### config.mk
export PLATFORM = sky130hd
export DESIGN_NAME = fpsr_unit
export DESIGN_NICKNAME = d
export VERILOG_FILES = /design/src/rtl/fpsr_pkg.sv /design/src/rtl/fpsr_hw_merge.sv /design/src/rtl/fpsr_sw_cmd.sv /design/src/rtl/fpsr_unit.sv
export SDC_FILE = /design/constraint.sdc
export NUM_CORES = 1
export LEC_CHECK = 0
export BUFFER_PORTS_ARGS = -buffer_cell sky130_fd_sc_hd__buf_2
export CORE_UTILIZATION = 45
export CTS_BUF_LIST = sky130_fd_sc_hd__clkbuf_8
export DETAILED_ROUTE_END_ITERATION = 8
export GPL_TIMING_DRIVEN = 1
export PLACE_DENSITY = 0.72
export SLEW_MARGIN = 20
export SYNTH_ARGS = -nofsm -noshare
export SYNTH_HDL_FRONTEND = slang
export SYNTH_HIERARCHICAL = 1
export SYNTH_SLANG_ARGS = --single-unit
### constraint.sdc
create_clock -name clk -period 3.6 [get_ports clk]
set_input_delay 0.18 -clock clk [delete_from_list [all_inputs] [get_ports clk]]
set_output_delay 0.18 -clock clk [all_outputs]
set_load 0.05 [all_outputs]
### src/rtl/fpsr_pkg.sv
package fpsr_pkg;
  localparam int FPSR_W  = 32;
  localparam int FLD_W   = 4;
  localparam int NUM_FLD = FPSR_W / FLD_W;
  localparam int EXC_N   = 10;
  localparam int EXC_LSB = 3;
  localparam int CLS_W   = 5;

  localparam int B_FX  = 0;
  localparam int B_FEX = 1;
  localparam int B_VX  = 2;
  localparam int B_OX  = 3;
  localparam int B_UX  = 4;
  localparam int B_ZX  = 5;
  localparam int B_XX  = 6;
  localparam int B_INV_LO = 7;
  localparam int B_INV_HI = 12;
  localparam int B_FR  = 13;
  localparam int B_FI  = 14;
  localparam int B_CLS = 15;
  localparam int B_CC  = 16;
  localparam int B_EN  = 24;

  localparam logic [FPSR_W-1:0] EXC_MASK    = ((FPSR_W'(1) << EXC_N) - 1) << EXC_LSB;
  localparam logic [FPSR_W-1:0] STICKY_MASK = EXC_MASK | (FPSR_W'(1) << B_FX);
  localparam logic [FPSR_W-1:0] RSV_MASK    = 32'h00F0_0000 | (FPSR_W'(1) << 29);
  localparam logic [FPSR_W-1:0] DERIV_MASK  = (FPSR_W'(1) << B_FEX) | (FPSR_W'(1) << B_VX);
  localparam logic [FPSR_W-1:0] STORE_MASK  = ~(RSV_MASK | DERIV_MASK);

  typedef enum logic [2:0] {
    OP_NONE    = 3'd0,
    OP_FLDMASK = 3'd1,
    OP_FLDIMM  = 3'd2,
    OP_SETBIT  = 3'd3,
    OP_CLRBIT  = 3'd4,
    OP_COPY    = 3'd5
  } fpsr_op_e;

  function automatic logic fpsr_vx(input logic [FPSR_W-1:0] s);
    return |s[B_INV_HI:B_INV_LO];
  endfunction

  function automatic logic fpsr_fex(input logic [FPSR_W-1:0] s);
    logic [4:0] flags;
    flags = {s[B_XX], s[B_ZX], s[B_UX], s[B_OX], fpsr_vx(s)};
    return |(flags & s[B_EN +: 5]);
  endfunction

  function automatic logic [FPSR_W-1:0] fld_mask(input logic [2:0] idx);
    return FPSR_W'({FLD_W{1'b1}}) << (int'(idx) * FLD_W);
  endfunction

  function automatic logic [FPSR_W-1:0] expand_mask(input logic [NUM_FLD-1:0] m);
    logic [FPSR_W-1:0] r;
    for (int k = 0; k < NUM_FLD; k++) r[k*FLD_W +: FLD_W] = {FLD_W{m[k]}};
    return r;
  endfunction
endpackage

### src/rtl/fpsr_hw_merge.sv
module fpsr_hw_merge
  import fpsr_pkg::*;
(
  input  logic [FPSR_W-1:0] st,
  input  logic              upd_cmp,
  input  logic [EXC_N-1:0]  upd_exc,
  input  logic              upd_fr,
  input  logic              upd_fi,
  input  logic [CLS_W-1:0]  upd_class,
  input  logic [1:0]        upd_cc,
  output logic [FPSR_W-1:0] nxt,
  output logic [EXC_N-1:0]  rise
);
  logic [EXC_N-1:0] old_exc;

  assign old_exc = st[EXC_LSB +: EXC_N];
  assign rise    = upd_exc & ~old_exc;

  always_comb begin
    nxt = st;
    nxt[EXC_LSB +: EXC_N] = old_exc | upd_exc;
    nxt[B_FX] = st[B_FX] | (|rise);
    if (upd_cmp) begin
      nxt[B_CC +: 4] = 4'b0001 << upd_cc;
    end else begin
      nxt[B_FR] = upd_fr;
      nxt[B_FI] = upd_fi;
      nxt[B_CLS +: CLS_W] = upd_class;
    end
    nxt = nxt & STORE_MASK;
  end
endmodule

### src/rtl/fpsr_sw_cmd.sv
module fpsr_sw_cmd
  import fpsr_pkg::*;
(
  input  logic [FPSR_W-1:0]  st,
  input  logic [2:0]         cmd_op,
  input  logic [NUM_FLD-1:0] cmd_mask,
  input  logic [FPSR_W-1:0]  cmd_data,
  input  logic [FLD_W-1:0]   cmd_imm,
  input  logic [4:0]         cmd_bit,
  input  logic [2:0]         fld_sel,
  output logic [FPSR_W-1:0]  nxt,
  output logic               act,
  output logic [FPSR_W-1:0]  clr_mask
);
  fpsr_op_e op;
  logic [FPSR_W-1:0] wm, wv, raw;
  logic rise;

  assign op       = fpsr_op_e'(cmd_op);
  assign clr_mask = fld_mask(fld_sel) & STICKY_MASK;

  always_comb begin
    act = 1'b1;
    wm  = '0;
    wv  = '0;
    case (op)
      OP_FLDMASK: begin wm = expand_mask(cmd_mask); wv = cmd_data; end
      OP_FLDIMM:  begin wm = fld_mask(fld_sel); wv = FPSR_W'(cmd_imm) << (int'(fld_sel) * FLD_W); end
      OP_SETBIT:  begin wm = FPSR_W'(1) << cmd_bit; wv = '1; end
      OP_CLRBIT:  begin wm = FPSR_W'(1) << cmd_bit; wv = '0; end
      OP_COPY:    begin wm = clr_mask; wv = '0; end
      default:    act = 1'b0;
    endcase
    raw  = ((st & ~wm) | (wv & wm)) & STORE_MASK;
    rise = |(raw & ~st & EXC_MASK);
    nxt  = raw;
    nxt[B_FX] = wm[B_FX] ? raw[B_FX] : (st[B_FX] | rise);
  end
endmodule

### src/rtl/fpsr_unit.sv
module fpsr_unit
  import fpsr_pkg::*;
(
  input  logic        clk,
  input  logic        rst_n,
  input  logic        upd_valid,
  input  logic        upd_cmp,
  input  logic [9:0]  upd_exc,
  input  logic        upd_fr,
  input  logic        upd_fi,
  input  logic [4:0]  upd_class,
  input  logic [1:0]  upd_cc,
  input  logic [2:0]  cmd_op,
  input  logic [7:0]  cmd_mask,
  input  logic [31:0] cmd_data,
  input  logic [3:0]  cmd_imm,
  input  logic [4:0]  cmd_bit,
  input  logic [2:0]  fld_sel,
  output logic [31:0] fpsr_o,
  output logic [3:0]  rd_field
);
  logic [FPSR_W-1:0] st, hw_next, sw_next, sw_clr, st_next;
  logic [EXC_N-1:0]  hw_rise;
  logic              sw_act, hw_take;

  fpsr_hw_merge u_hw (
    .st(st), .upd_cmp(upd_cmp), .upd_exc(upd_exc), .upd_fr(upd_fr),
    .upd_fi(upd_fi), .upd_class(upd_class), .upd_cc(upd_cc),
    .nxt(hw_next), .rise(hw_rise)
  );

  fpsr_sw_cmd u_sw (
    .st(st), .cmd_op(cmd_op), .cmd_mask(cmd_mask), .cmd_data(cmd_data),
    .cmd_imm(cmd_imm), .cmd_bit(cmd_bit), .fld_sel(fld_sel),
    .nxt(sw_next), .act(sw_act), .clr_mask(sw_clr)
  );

  // software command wins any collision with a datapath update
  assign hw_take = upd_valid && !sw_act;

  always_comb begin
    if (sw_act)       st_next = sw_next;
    else if (hw_take) st_next = hw_next;
    else              st_next = st;
  end

  always_ff @(posedge clk) begin
    if (!rst_n) st <= '0;
    else        st <= st_next & STORE_MASK;
  end

  always_comb begin
    fpsr_o         = st;
    fpsr_o[B_VX]   = fpsr_vx(st);
    fpsr_o[B_FEX]  = fpsr_fex(st);
  end

  assign rd_field = fpsr_o[int'(fld_sel)*FLD_W +: FLD_W];

  p_sticky_keep_r2: assert property (@(posedge clk) disable iff (!rst_n)
    hw_take |=> ((st & EXC_MASK) & $past(st & EXC_MASK)) == $past(st & EXC_MASK));

  p_fx_on_rise_r3: assert property (@(posedge clk) disable iff (!rst_n)
    (hw_take && |hw_rise) |=> fpsr_o[B_FX]);

  p_cmp_onehot_r6: assert property (@(posedge clk) disable iff (!rst_n)
    (hw_take && upd_cmp) |=> $countones(fpsr_o[B_CC +: 4]) == 1);

  p_copy_clear_r10: assert property (@(posedge clk) disable iff (!rst_n)
    (cmd_op == OP_COPY) |=> (fpsr_o & $past(sw_clr)) == '0);

  p_sw_priority_r12: assert property (@(posedge clk) disable iff (!rst_n)
    (cmd_op == OP_CLRBIT && upd_valid) |=> !st[$past(cmd_bit)]);
endmodule

---- Word level (Yosys, flattened, before mapping) ----
Cells that the tools add are included.
storage, ports and cells
  register bits ........................... 25
  input port bits ......................... 78
  output and inout bits ................... 36
  word-level logic and storage cells ...... 44
cells by class
  eq/ne operators ......................... 6
  shift operators ......................... 5
  mux-type cells .......................... 8
  bitwise operators ....................... 12
  reductions and logical operators ........ 10
operators with widths
  operator                                                                number
  32-bit case mux with 4 select lines                                     1
  32-bit case mux with 3 select lines                                     1
  32-bit AND                                                              2
  32-bit two-way mux                                                      1
  32-bit inverter                                                         1
  32-bit OR                                                               1
  32-bit by 6-bit variable part select with 4-bit output                  1
  1-bit by 5-bit left shift with 32-bit output (first input constant)     1
  4-bit by 5-bit left shift with 32-bit output                            1
  4-bit by 5-bit left shift with 32-bit output (first input constant)     1
  20-bit two-way mux                                                      1
  10-bit OR reduction                                                     2
  13-bit AND                                                              1
  13-bit inverter                                                         1
  10-bit AND                                                              1
  10-bit inverter                                                         1
  10-bit OR                                                               1
  5-bit OR reduction                                                      2
  3-bit by 2-bit equality test with 1-bit output (second input constant)  2
  3-bit equality test (second input constant)                             2
  6-bit OR reduction                                                      1
  5-bit AND                                                               1
  4-bit two-way mux                                                       1
  1-bit by 2-bit left shift with 4-bit output (first input constant)      1
  10 further kinds                                                        12

---- Depth between registers and ports, before layout ----
  depth after elaboration ................. 11
  gate-level depth with buffers ........... 10
  depth with buffers taken out ............ 8

---- By module ----
Netlist, hierarchy kept.
modules (own cells, without submodules)
  module         instances  cells each  area an instance (um^2)  sequential area each (um^2)
  fpsr_sw_cmd    1          251         1659.1                   0.0
  fpsr_unit      1          182         1541.5                   500.5
  fpsr_hw_merge  1          54          385.4                    0.0

---- Worst setup path after synthesis ----
Ideal clock, no wire load.
  kind .................................... reg2out
  from .................................... register st[7]
  to ...................................... output port rd_field[2]
  arrival time ............................ 1972 ps
  data required time ...................... 3420 ps
  slack ................................... 1448 ps
  stages on the path, launching flop included .. 5
  path buffers ............................ 0
  cells stage by stage .................... dfxtp_1 nor4_2 a311oi_1 a21oi_1 o21ai_1
on the way
  longest elaborated chain between the ends .. 2
ends and longest elaborated chain
  item                                                    RTL line         source
  from (decl)                                             fpsr_unit.sv:22  logic [FPSR_W-1:0] st, hw_next, sw_next, sw_clr, st_next;
  from (signal assigned)                                  fpsr_unit.sv:49  else st <= st_next & STORE_MASK;
  6-bit OR reduction                                      fpsr_pkg.sv:40   return |s[B_INV_HI:B_INV_LO];
  32-bit by 6-bit variable part select with 4-bit output  fpsr_unit.sv:58  assign rd_field = fpsr_o[int'(fld_sel)*FLD_W +: FLD_W];
  to (decl)                                               fpsr_unit.sv:20  output logic [3:0] rd_field
No other way between the ends.

---- Worst setup path in the final report ----
  from .................................... input port cmd_op[1]
  to ...................................... register st[0]
on the way
  longest elaborated chain between the ends .. 11
  elaborated cells between the ends (all ways) .. 22
  those cells by class .................... 5 x eq/ne; 5 x mux; 6 x bitwise; 6 x reduce/logical
ends and longest elaborated chain
  item                                                                                   RTL line           source
  from (decl)                                                                            fpsr_unit.sv:13    input logic [2:0] cmd_op,
  3-bit equality test or 3-bit by 2-bit equality test with 1-bit output (tied branches)  fpsr_sw_cmd.sv:26  case (op)
  2-bit OR reduction (no line)                                                           --
  32-bit case mux with 4 select lines                                                    fpsr_sw_cmd.sv:26
  32-bit inverter                                                                        fpsr_sw_cmd.sv:34  raw = ((st & ~wm) | (wv & wm)) & STORE_MASK;
  32-bit AND                                                                             fpsr_sw_cmd.sv:34
  32-bit OR                                                                              fpsr_sw_cmd.sv:34
  13-bit AND                                                                             fpsr_sw_cmd.sv:35  rise = |(raw & ~st & EXC_MASK);
  10-bit OR reduction                                                                    fpsr_sw_cmd.sv:35
  1-bit OR                                                                               fpsr_sw_cmd.sv:37  nxt[B_FX] = wm[B_FX] ? raw[B_FX] : (st[B_FX] | rise);
  1-bit two-way mux *                                                                    fpsr_sw_cmd.sv:37
  named net sw_next[0]                                                                   fpsr_unit.sv:22
  32-bit two-way mux *                                                                   fpsr_unit.sv:42    if (sw_act) st_next = sw_next;
The timed path passes the listed nets; every way through them passes the cells marked *. The select of a mux whose other input is x is not followed.
A chain may end at the register's enable or synchronous reset.

==> impl_metrics.prom <==
# TYPE chip_impl_metric gauge
chip_impl_metric{name="overall_overflow_remaining_after_global_route",unit=""} 0
chip_impl_metric{name="nFillCells",unit=""} 698
chip_impl_metric{name="timing.max_cap.violations",unit=""} 0
chip_impl_metric{name="core_region",unit="um^2"} 6869
chip_impl_metric{name="drv_slew",unit=""} 0
chip_impl_metric{name="cts-htree-levels",unit=""} 1
chip_impl_metric{name="areaGrowthSynthToFinish",unit="%"} 14.55
chip_impl_info{name="crit_path_top_delay_cell",value="a2111oi_1"} 1
chip_impl_metric{name="dp_hpwl",unit="um"} 8299
chip_impl_metric{name="holdWs",unit="ps"} 356.6
chip_impl_info{name="cts_tree",value="built"} 1
chip_impl_metric{name="wirelength_per_cell",unit="um"} 17.66
chip_impl_metric{name="report.final.setup_viol",unit=""} 0
chip_impl_info{name="clockRootBuffer",value="clkbuf_8"} 1
chip_impl_metric{name="route.detailed.vias_per_inst",unit=""} 5.936
chip_impl_metric{name="post_synth_instance_area",unit="um^2"} 3251
chip_impl_metric{name="n_antenna_cell",unit=""} 0
chip_impl_info{name="topRoutingLayerUsed",value="met4"} 1
chip_impl_metric{name="worst-slew-pin-transition",unit="ps"} 757.5
chip_impl_metric{name="grt_pass1_wl",unit="um"} 16350
chip_impl_metric{name="number_of_buffers_added_to_fix_hold_violations_after_cts",unit=""} 0
chip_impl_metric{name="drt_wl_total",unit="um"} 10790
chip_impl_info{name="regMostFlops",value="st"} 1
chip_impl_metric{name="report.final.hold_viol_count",unit=""} 0
chip_impl_info{name="worstSetupStartpointType",value="input pin"} 1
chip_impl_metric{name="initialDrtViolationCount",unit=""} 377
chip_impl_metric{name="io-pin-count",unit=""} 114
chip_impl_info{name="unrepaired_setup_endpoints_after_global_routing",value="no"} 1
chip_impl_metric{name="maximum_number_of_pins_on_one_net_before_global_route_repair",unit=""} 51
chip_impl_metric{name="seq_area",unit="um^2"} 500.5
chip_impl_info{name="largestRegisters",value="st: 25 flops"} 1
chip_impl_metric{name="final_min_period_over_clock_period",unit=""} 0.6370
chip_impl_metric{name="wl_met3",unit="um"} 1008
chip_impl_metric{name="design.final.nets",unit=""} 594
chip_impl_info{name="worst_setup_path_end_kind",value="flop"} 1
chip_impl_metric{name="met2WireLength",unit="um"} 5025
chip_impl_metric{name="number_of_resized_instances_in_the_post_cts_repair_step",unit=""} 0
chip_impl_metric{name="top_fanout_value_on_the_critical_path",unit=""} 29
chip_impl_metric{name="grt_pass1_vias",unit=""} 3057
chip_impl_metric{name="clock-sinks",unit=""} 25
chip_impl_info{name="crit_path_cell_trace",value="buf_2 > buf_4 > and3b_2 > o21ai_1 > o211ai_1 > a2111oi_1 > a32oi_1 > nand2_1 > o21ai_0 > and2_1"} 1
chip_impl_metric{name="routed-via-count",unit=""} 3627
chip_impl_metric{name="finClkSkew",unit="ps"} 3.472
chip_impl_metric{name="gpl.final_weighted_congestion",unit=""} 0.9380
chip_impl_metric{name="die_extent_in_x",unit="um"} 86.99
chip_impl_info{name="run_status",value="complete, no violations"} 1
chip_impl_metric{name="fp-row-count",unit=""} 30
chip_impl_metric{name="antenna_found_initial",unit=""} 0
chip_impl_metric{name="cts_setup_buffers",unit=""} 0
chip_impl_metric{name="synthCells",unit=""} 441
chip_impl_metric{name="dr.pass1.iters",unit=""} 5
chip_impl_info{name="hold_class",value="in -> reg"} 1
chip_impl_metric{name="required",unit="ps"} 3790
chip_impl_metric{name="vdd_ir_drop_max",unit="V"} 0.0001132
chip_impl_metric{name="cts-buffers-inserted",unit=""} 3
chip_impl_info{name="critical_path_class",value="in -> reg"} 1
chip_impl_metric{name="dieArea",unit="um^2"} 7567
chip_impl_metric{name="syn_avg_cell_area",unit="um^2"} 7.371
chip_impl_metric{name="initial_utilization",unit=""} 0.4732
chip_impl_metric{name="max_stage_delay",unit="ps"} 420
chip_impl_metric{name="leak_pwr",unit="nW"} 1.695
chip_impl_metric{name="cp.arrival",unit="ps"} 2480
chip_impl_metric{name="minimum_clock_period_after_layout",unit="ps"} 2293
chip_impl_metric{name="fmaxAchievable",unit="MHz"} 436.1
chip_impl_metric{name="grt_util_all_layers",unit=""} 0.2839
chip_impl_metric{name="ys_warn_count",unit=""} 6
chip_impl_metric{name="number_of_flip_flops_in_the_largest_register",unit=""} 25
chip_impl_metric{name="power-per-cell-area",unit="nW/um^2"} 238.1
chip_impl_metric{name="fin_tns_setup",unit="ps"} 0
chip_impl_metric{name="drive_gt1_frac",unit=""} 0.3029
chip_impl_metric{name="setup_ws",unit="ps"} 1307
chip_impl_metric{name="slew-limit-headroom",unit=""} 0.4950
chip_impl_metric{name="fp.dieH",unit="um"} 86.99
chip_impl_metric{name="power.total",unit="uW"} 886.5
chip_impl_metric{name="multiInputGateArea",unit="um^2"} 2490
chip_impl_metric{name="wirelength_met1",unit="um"} 4566
chip_impl_metric{name="drt_drc_violations_left",unit=""} 0
chip_impl_metric{name="drt.antenna.violating_nets",unit=""} 0
chip_impl_metric{name="port-buffer-count",unit=""} 100
chip_impl_metric{name="place_ws",unit="ps"} 1058
chip_impl_metric{name="cts_max_path_buffers",unit=""} 2
chip_impl_metric{name="cts.reportedPaths.clkPinSlew",unit="ps"} 100
chip_impl_metric{name="post-route-util",unit=""} 0.5421
chip_impl_metric{name="clk-insertion-delay-late",unit="ps"} 280
==> metal layers <==
layer / global-route usage / vias up
met5: 0 / -
li1: - / 1745
met2: 0.4760 / 212
met3: 0.04265 / 15
met1: 0.3828 / 1655
met4: 0.06515 / 0
==> cells in the final DEF (no fill, tap or decap), types with 3 or more instances in the layout <==
master	instances
a311oi_1	5
nor3_1	4
mux2i_1	27
mux4_2	3
clkbuf_8	3
conb_1	5
mux2_1	12
inv_1	10
o21ai_0	55
nand2_1	54
o31ai_1	3
and2b_1	4
o2111ai_1	7
nand3_1	14
nor2b_4	3
o21ai_1	3
nor3b_2	3
buf_4	4
a21oi_1	26
dfxtp_1	25
and2_1	27
buf_2	100
nor2_1	16
a22oi_1	3
nand2b_1	4
o211ai_1	6
nor2b_1	13
or2_2	16
a211oi_1	5
mux2_2	10
a32oi_1	5
==> final timing paths <==
| path | from | endpoint | slack, ps | depth (start not counted) |
|---|---|---|---|---|
| setup / recovery | cmd_op[1] | st[0] | 1310 | 10 |
| hold / removal | rst_n | st[13] | 360 | 2 |
| setup reg to reg | st[12] | st[0] | 1850 | 7 |
| hold reg to reg | st[15] | st[15] | 730 | 3 |
==> worst max-delay path, delay by kind of cell <==
family	cells	cell delay, ps
AOI/OAI and AO/OA	5	1280
buffers and inverters	2	510
and+or+nand+nor	3	510
==> power breakdown <==
group / internal (mW) / switching [mW] / total (mW)
Clock: 0.0768 / 0.100 / 0.177
Sequential: 0.290 / 0.0290 / 0.319
Combinational: 0.141 / 0.249 / 0.390
==> area by class of cell <==
type                       count  area share
clock buffer                   3     0.01109
tap                           96     0.03226
sequential                    25      0.1344
inverter                      10     0.01008
timing repair buffer         104      0.1425
multi-input combinational    372      0.6687
clock inverter                 1    0.001008
==> metrics by stage <==
stage	std cells	instance area [um^2]
finish	611	3724
global route	611	3724
CTS	611	3724
detailed placement	607	3679
global placement	607	3679
floorplan	445	3266
(Power assumes the default switching activity.)
